==> src/rtl/sram2b_pkg.sv <==
package sram2b_pkg;

  typedef enum logic [1:0] {
    PH_IDLE   = 2'd0,
    PH_SETUP  = 2'd1,
    PH_STROBE = 2'd2,
    PH_TURN   = 2'd3
  } phase_e;

  // Whole clock cycles that cover a time, never fewer than one.
  function automatic int cycles_for(input int t_ps, input int clk_ps);
    int c;
    c = (t_ps + clk_ps - 1) / clk_ps;
    if (c < 1) c = 1;
    return c;
  endfunction

  function automatic int imax(input int a, input int b);
    return (a > b) ? a : b;
  endfunction

endpackage

==> src/rtl/sram2b_timer.sv <==
module sram2b_timer #(
  parameter int CNT_W = 2
) (
  input  logic             clk,
  input  logic             rst_n,
  input  logic             load,
  input  logic [CNT_W-1:0] load_val,
  output logic             zero
);

  logic [CNT_W-1:0] cnt_q;
  logic [CNT_W-1:0] cnt_d;
  logic             cnt_en;

  always_comb begin
    cnt_en = load || (cnt_q != '0);
    cnt_d  = load ? load_val : (cnt_q - CNT_W'(1));
  end

  always_ff @(posedge clk or negedge rst_n) begin
    if (!rst_n) begin
      cnt_q <= '0;
    end else if (cnt_en) begin
      cnt_q <= cnt_d;
    end
  end

  assign zero = (cnt_q == '0);

endmodule

==> src/rtl/sram2b_bank_decode.sv <==
module sram2b_bank_decode #(
  parameter int NUM_BANKS = 2,
  localparam int SEL_W = (NUM_BANKS > 1) ? $clog2(NUM_BANKS) : 1
) (
  input  logic                 active,
  input  logic [SEL_W-1:0]     sel,
  input  logic                 upper,
  output logic [NUM_BANKS-1:0] ce_n,
  output logic [NUM_BANKS-1:0] upper_o
);

  for (genvar b = 0; b < NUM_BANKS; b++) begin : g_bank
    logic hit;
    assign hit        = active && (sel == SEL_W'(b));
    assign ce_n[b]    = !hit;
    assign upper_o[b] = hit && upper;
  end

endmodule

==> src/rtl/sram2b_seq.sv <==
module sram2b_seq
  import sram2b_pkg::*;
#(
  parameter int SETUP_CYC = 1,
  parameter int RD_CYC    = 1,
  parameter int WR_CYC    = 1,
  parameter int TURN_CYC  = 1,
  parameter int CNT_W     = 1
) (
  input  logic clk,
  input  logic rst_n,
  input  logic req,
  input  logic wr,
  output logic accept,
  output logic in_setup,
  output logic in_strobe,
  output logic finish
);

  phase_e           st_q;
  phase_e           st_d;
  logic             tm_load;
  logic [CNT_W-1:0] tm_val;
  logic             tm_zero;

  sram2b_timer #(.CNT_W(CNT_W)) u_timer (
    .clk      (clk),
    .rst_n    (rst_n),
    .load     (tm_load),
    .load_val (tm_val),
    .zero     (tm_zero)
  );

  always_comb begin
    st_d    = st_q;
    tm_load = 1'b0;
    tm_val  = '0;
    case (st_q)
      PH_IDLE: begin
        if (req) begin
          st_d    = PH_SETUP;
          tm_load = 1'b1;
          tm_val  = CNT_W'(SETUP_CYC - 1);
        end
      end
      PH_SETUP: begin
        if (tm_zero) begin
          st_d    = PH_STROBE;
          tm_load = 1'b1;
          tm_val  = wr ? CNT_W'(WR_CYC - 1) : CNT_W'(RD_CYC - 1);
        end
      end
      PH_STROBE: begin
        if (tm_zero) begin
          if (wr) begin
            st_d = PH_IDLE;
          end else begin
            st_d    = PH_TURN;
            tm_load = 1'b1;
            tm_val  = CNT_W'(TURN_CYC - 1);
          end
        end
      end
      PH_TURN: begin
        if (tm_zero) st_d = PH_IDLE;
      end
      default: st_d = PH_IDLE;
    endcase
  end

  always_ff @(posedge clk or negedge rst_n) begin
    if (!rst_n) begin
      st_q <= PH_IDLE;
    end else begin
      st_q <= st_d;
    end
  end

  assign accept    = (st_q == PH_IDLE) && req;
  assign in_setup  = (st_q == PH_SETUP);
  assign in_strobe = (st_q == PH_STROBE);
  assign finish    = (st_q == PH_STROBE) && tm_zero;

endmodule

==> src/rtl/sram2b_ctrl.sv <==
module sram2b_ctrl
  import sram2b_pkg::*;
#(
  parameter int ADDR_W     = 17,
  parameter int DATA_W     = 16,
  parameter int CLK_PS     = 10000,
  parameter int T_SETUP_PS = 10000,
  parameter int T_RD_PS    = 10000,
  parameter int T_WR_PS    = 8000,
  parameter int T_TURN_PS  = 5000
) (
  input  logic              clk,
  input  logic              rst_n,
  input  logic              req,
  input  logic              req_wr,
  input  logic [ADDR_W-1:0] req_addr,
  input  logic [DATA_W-1:0] req_wdata,
  output logic              ack,
  output logic [DATA_W-1:0] rd_data,
  output logic [ADDR_W-3:0] mem_addr,
  output logic              mem_a15_a,
  output logic              mem_a15_b,
  output logic              mem_ce_a_n,
  output logic              mem_ce_b_n,
  output logic              mem_we_n,
  output logic              mem_oe_n,
  output logic [DATA_W-1:0] mem_dq_o,
  output logic              mem_dq_oe,
  input  logic [DATA_W-1:0] mem_dq_i
);

  localparam int NUM_BANKS = 2;
  localparam int SEL_W     = 1;
  localparam int SETUP_CYC = cycles_for(T_SETUP_PS, CLK_PS);
  localparam int RD_CYC    = cycles_for(T_RD_PS, CLK_PS);
  localparam int WR_CYC    = cycles_for(T_WR_PS, CLK_PS);
  localparam int TURN_CYC  = cycles_for(T_TURN_PS, CLK_PS);
  localparam int MAX_CYC   = imax(imax(SETUP_CYC, RD_CYC), imax(WR_CYC, TURN_CYC));
  localparam int CNT_W     = $clog2(MAX_CYC + 1);

  logic              accept;
  logic              in_setup;
  logic              in_strobe;
  logic              finish;
  logic [ADDR_W-1:0] addr_q;
  logic              wr_q;
  logic [DATA_W-1:0] wdata_q;
  logic [DATA_W-1:0] rdata_q;
  logic              ack_q;
  logic              cap_en;
  logic [NUM_BANKS-1:0] ce_n_vec;
  logic [NUM_BANKS-1:0] upper_vec;

  sram2b_seq #(
    .SETUP_CYC (SETUP_CYC),
    .RD_CYC    (RD_CYC),
    .WR_CYC    (WR_CYC),
    .TURN_CYC  (TURN_CYC),
    .CNT_W     (CNT_W)
  ) u_seq (
    .clk       (clk),
    .rst_n     (rst_n),
    .req       (req),
    .wr        (wr_q),
    .accept    (accept),
    .in_setup  (in_setup),
    .in_strobe (in_strobe),
    .finish    (finish)
  );

  // Request holding registers, loaded only on acceptance
  always_ff @(posedge clk or negedge rst_n) begin
    if (!rst_n) begin
      addr_q  <= '0;
      wr_q    <= 1'b0;
      wdata_q <= '0;
    end else if (accept) begin
      addr_q  <= req_addr;
      wr_q    <= req_wr;
      wdata_q <= req_wdata;
    end
  end

  assign cap_en = finish && !wr_q;

  always_ff @(posedge clk or negedge rst_n) begin
    if (!rst_n) begin
      rdata_q <= '0;
    end else if (cap_en) begin
      rdata_q <= mem_dq_i;
    end
  end

  always_ff @(posedge clk or negedge rst_n) begin
    if (!rst_n) begin
      ack_q <= 1'b0;
    end else begin
      ack_q <= finish;
    end
  end

  sram2b_bank_decode #(.NUM_BANKS(NUM_BANKS)) u_dec (
    .active  (in_setup || in_strobe),
    .sel     (addr_q[ADDR_W-1 -: SEL_W]),
    .upper   (addr_q[ADDR_W-2]),
    .ce_n    (ce_n_vec),
    .upper_o (upper_vec)
  );

  assign mem_ce_a_n = ce_n_vec[0];
  assign mem_ce_b_n = ce_n_vec[1];
  assign mem_a15_a  = upper_vec[0];
  assign mem_a15_b  = upper_vec[1];
  assign mem_addr   = addr_q[ADDR_W-3:0];
  assign mem_we_n   = !(in_strobe && wr_q);
  assign mem_oe_n   = !(in_strobe && !wr_q);
  assign mem_dq_oe  = in_strobe && wr_q;
  assign mem_dq_o   = wdata_q;
  assign ack        = ack_q;
  assign rd_data    = rdata_q;

endmodule

==> config.mk <==
export PLATFORM = sky130hd
export DESIGN_NAME = sram2b_ctrl
export DESIGN_NICKNAME = d
export VERILOG_FILES = /design/src/rtl/sram2b_pkg.sv /design/src/rtl/sram2b_timer.sv /design/src/rtl/sram2b_bank_decode.sv /design/src/rtl/sram2b_seq.sv /design/src/rtl/sram2b_ctrl.sv
export SDC_FILE = /design/constraint.sdc
export NUM_CORES = 1
export LEC_CHECK = 0
export ABC_AREA = 1
export CORE_UTILIZATION = 41
export DETAILED_ROUTE_END_ITERATION = 10
export PLACE_DENSITY = 0.8
export SETUP_SLACK_MARGIN = 0.02
export SYNTH_ARGS = -nofsm -noshare
export SYNTH_HDL_FRONTEND = slang
export SYNTH_SLANG_ARGS = --single-unit
==> constraint.sdc <==
create_clock -name clk -period 1.7 [get_ports clk]
set_input_delay 0.17 -clock clk [delete_from_list [all_inputs] [get_ports clk]]
set_output_delay 0.17 -clock clk [all_outputs]
set_load 0.05 [all_outputs]
==> flow_results.org <==
** Yosys
- Top flip-flop cell by instance count after synthesis :: sky130_fd_sc_hd__dfrtp_1
- Summing the areas of all compound-gate instances in the mapped netlist gives 1.32% of the synthesized area.
- Post-synthesis share of cell area spent on and, or, nand and nor gates :: 31.5%
- Sequential cells were found to cover 59.2% of the synthesized design area.
- Biggest area consumer among synthesized cells :: sky130_fd_sc_hd__dfrtp_1
- The synthesized design contains 54 register bits.
- Post-synthesis average cell area :: 8.88 um2
- Sorting the synthesized cells by area gives the leading types as sky130_fd_sc_hd__dfrtp_1, sky130_fd_sc_hd__nand2_1, sky130_fd_sc_hd__nand3_1.
- Counting flops with a built-in enable in the synthesized netlist gives 0.
- Of the post-synthesis cell area, the part taken by muxes is 0%.
- Counting every net in the synthesized netlist gives 315.
- Of the total synthesized cell area, the portion taken by XOR and XNOR cells is 0%.
- Most used standard cell by instance count after synthesis :: sky130_fd_sc_hd__nand2_1
- Gate count after technology mapping :: 257
- Fraction of post-synthesis cell area in the top cell type by area :: 59.2%
- Counting flops with an async set or reset pin after synthesis yields a share of 100%.
- Number of warnings printed during yosys synthesis :: 0
- Adder and majority gate portion of the synthesized area :: 2.74%
- In this run, distinct cell masters in the synthesized netlist total 17.
- After synthesis, the largest family of logic cells by area is simple AND/OR/NAND/NOR gates.
- After synthesis the cells add up to 2280 um2.
- Synth cell count leaders :: sky130_fd_sc_hd__nand2_1, sky130_fd_sc_hd__dfrtp_1, sky130_fd_sc_hd__nand3_1

** Timing
- Hold_ws :: 0.361 ns
- The final-report hold violation count is 0.
- Highest clock frequency the design can meet :: 595 MHz
- Max Slew Vio Count :: 0
- The final critical path takes up 98.9% of the cycle.
- Across the routed clock network, the largest skew measured is 0.00954 ns.
- Headroom to the max-slew limit came out at 65.2%.
- Post-layout min period :: 1.68 ns
- For the pin with the worst max-slew slack, the measured transition is 0.521 ns.
- Setup violations remaining at the end of the flow were counted as 0.
- Unrepaired setup endpoints after global routing :: true

** Route
- Number of detailed-route iterations in the first pass :: 4
- The detailed router finished its first iteration with 92 violations.
- Final Routed Wirelength :: 5.89 mm
- After detailed routing, the average wire length per cell comes to 13.5 um.
- Using the TritonRoute via totals, the vias-per-cell ratio works out to 4.69.
- For this run, design rule violations remaining after detail routing come to 0.
- Once detail routing completed, the nets flagged for antenna violations numbered 0.
- Number of vias after detailed routing :: 2056

** Power
- VDD sags by at most 1.36 mV.
- Dividing total power by cell area gives a power density of 2210 nW/um2.
- Summed over all cells, the static leakage comes to 2.17 nW.
- Summing internal, switching and leakage power gives 8.17 mW.

** Floorplan
- In this run the horizontal extent of the chip is 76.6 um.
- The core region is 5240 um2.
- The die covers 5870 um2.
- Vertical die dimension :: 76.6 um
- Initial standard-cell utilization of the core :: 43.6%
- Number of I/O pins :: 108
- Floorplan row count :: 26

** Placement
- Routability cong. :: 0.727
- Cell area after placement :: 3490 um2
- Count of buffers from port buffering :: 107
- Including well taps, the total number of placed cells is 427.
- HPWL reported at the end of detailed placement :: 4.11 mm

** Cells and area
- Post-layout nets :: 425
- Area Overhead vs Synth :: 61.6%
- Area used by sequential logic in the layout :: 1350 um2
- Fraction of layout instances using a drive strength above 1 :: 11.1%
- In the final layout, the multi-input gates occupy 838 um2.
- Summing all non-filler instances in the final layout gives an area of 3690 um2.
- Number of standard cells in the layout, taps in and fillers out :: 438
- 0 antenna diodes ended up in the layout.
- Filler cell count in the final layout :: 402
- Utilization after layout :: 70.5%

** Global routing
- Leftover overflow at the end of global routing :: 0
- Pin count of the biggest net entering global routing :: 55
- The number of antenna violations at the first check in global routing was 0.
- Global-route wire length before repair :: 9.81 mm
- Across every metal layer, demand over resource in global routing totals 21.2%.
- The number of global-route vias before repair was 2061.

** Worst setup path
- The worst setup path is captured at a primary output.
- Of all nets on the critical path, the largest fanout is 4.
- Data arrival time of the critical path :: 1.51 ns
- Startpoint class of the critical path :: flop
- Data on the critical path is required at its endpoint by 1.53 ns.
- Worst setup path class :: reg2out

** CTS
- TritonCTS created 5 clock buffers.
- In this run the deepest clock path goes through 2 buffers.
- In this run the clock root is driven by a sky130_fd_sc_hd__clkbuf_8.
- At the later pin of the worst-skew pair, clock insertion delay measures 0.32 ns.
- The clock drives 54 sinks.
- TritonCTS built the clock tree.
- CTS built an H-tree with a depth of 2.
- Clock-pin slew was measured on the worst setup and hold paths at 0.10 ns.

** Outcome
- The run finished with clean final reports.

** Flow run
- Max-cap violations :: 0

** Min path
- The worst hold path belongs to the class in2async.
kinds of logic after synthesis:
| group | count (synthesis) |
|---|---|
| adders and majority gates | 5 |
| DFF | 54 |
| buffers and inverters | 24 |
| and+or+nand+nor | 168 |
| AOI/OAI and AO/OA | 5 |
| other | 1 |
stage by stage:
step / setup TNS, ns / setup WS, ns
finish: 0 / 0.0181
CTS: 0 / 0.0131
global route: -0.0998 / -0.0502
floorplan: 0 / 0.0270
global placement: 0 / 0.266
detailed placement: 0 / 0.226
state kept, by name (all words and copies together) (netlist names):
signal and flops:
wr_q 1, rd_data 16, ack 1, mem_dq_o 16, addr_q 17, u_seq.u_timer.cnt_q 1, u_seq.st_q 2
report_power, final:
| part | total [mW] | internal (mW) | switching [mW] |
|---|---|---|---|
| Clock | 0.760 | 0.328 | 0.431 |
| Sequential | 2.23 | 1.89 | 0.336 |
| Combinational | 5.18 | 1.69 | 3.49 |
| Total | 8.17 | 3.91 | 4.26 |
final timing paths:
kind / to / slack (ns) / cells past startpoint / from
hold reg to reg: rd_data[7]$_DFFE_PN0P_ / 0.48 / 2 / rd_data[7]$_DFFE_PN0P_
min in group clk: rd_data[9]$_DFFE_PN0P_ / 0.40 / 3 / mem_dq_i[9]
max in group asynchronous: rd_data[3]$_DFFE_PN0P_ / 1.07 / 3 / rst_n
setup / recovery: mem_a15_b / 0.02 / 5 / u_seq.st_q[0]$_DFFE_PN0P_
hold / removal: mem_dq_o[3]$_DFFE_PN0P_ / 0.36 / 3 / rst_n
setup reg to reg: mem_dq_o[5]$_DFFE_PN0P_ / 0.28 / 5 / u_seq.st_q[0]$_DFFE_PN0P_
cell usage in the layout, fill, tap and decap left out, drive strengths merged:
cell type	n
nor2	7
inv	9
dlygate4sd3	1
o21bai	2
a21oi	3
dlymetal6s2s	32
clkbuf	6
nand3	48
conb	1
dfrtp	54
nand2	113
clkinv	1
ha	5
dlygate4sd2	3
clkdlybuf4s50	59
buf	23
clkinvlp	1
layout make-up:
| type | count | area share (%) |
|---|---|---|
| sequential | 54 | 36.6 |
| timing repair buffer | 118 | 34.8 |
| multi-input combinational | 179 | 22.7 |
| tap | 70 | 2.37 |
| clock buffer | 6 | 2.24 |
| inverter | 9 | 0.915 |
| clock inverter | 2 | 0.339 |
layer usage:
| layer | vias to the layer above | routed length [um] | GRT usage (%) |
|---|---|---|---|
| met3 | 7 | 648 | 9.94 |
| met4 | 0 | 78 | 6.54 |
| li1 | 1021 | - | - |
| met5 | - | 0 | 0 |
| met2 | 95 | 2670 | 33.1 |
| met1 | 933 | 2500 | 26.2 |
what timing repair did:
item | 4_1_cts | 5_1_grt
setup endpoints to repair | 8 | 39
resized for setup | 3 | 35
buffers inserted | 2 | 0
hold buffers | 1 | 0
endpoints found under the hold margin | 54 | 0
worst max-delay path, cell delays in order, from the launching register on:
cell                      delay (ns)
sky130_fd_sc_hd__dfrtp_1        0.38
sky130_fd_sc_hd__inv_1          0.10
sky130_fd_sc_hd__ha_1           0.34
sky130_fd_sc_hd__nand2_2        0.11
sky130_fd_sc_hd__nor2_4         0.13
sky130_fd_sc_hd__buf_12         0.15
No activity file was read; power rests on OpenSTA's default activity.
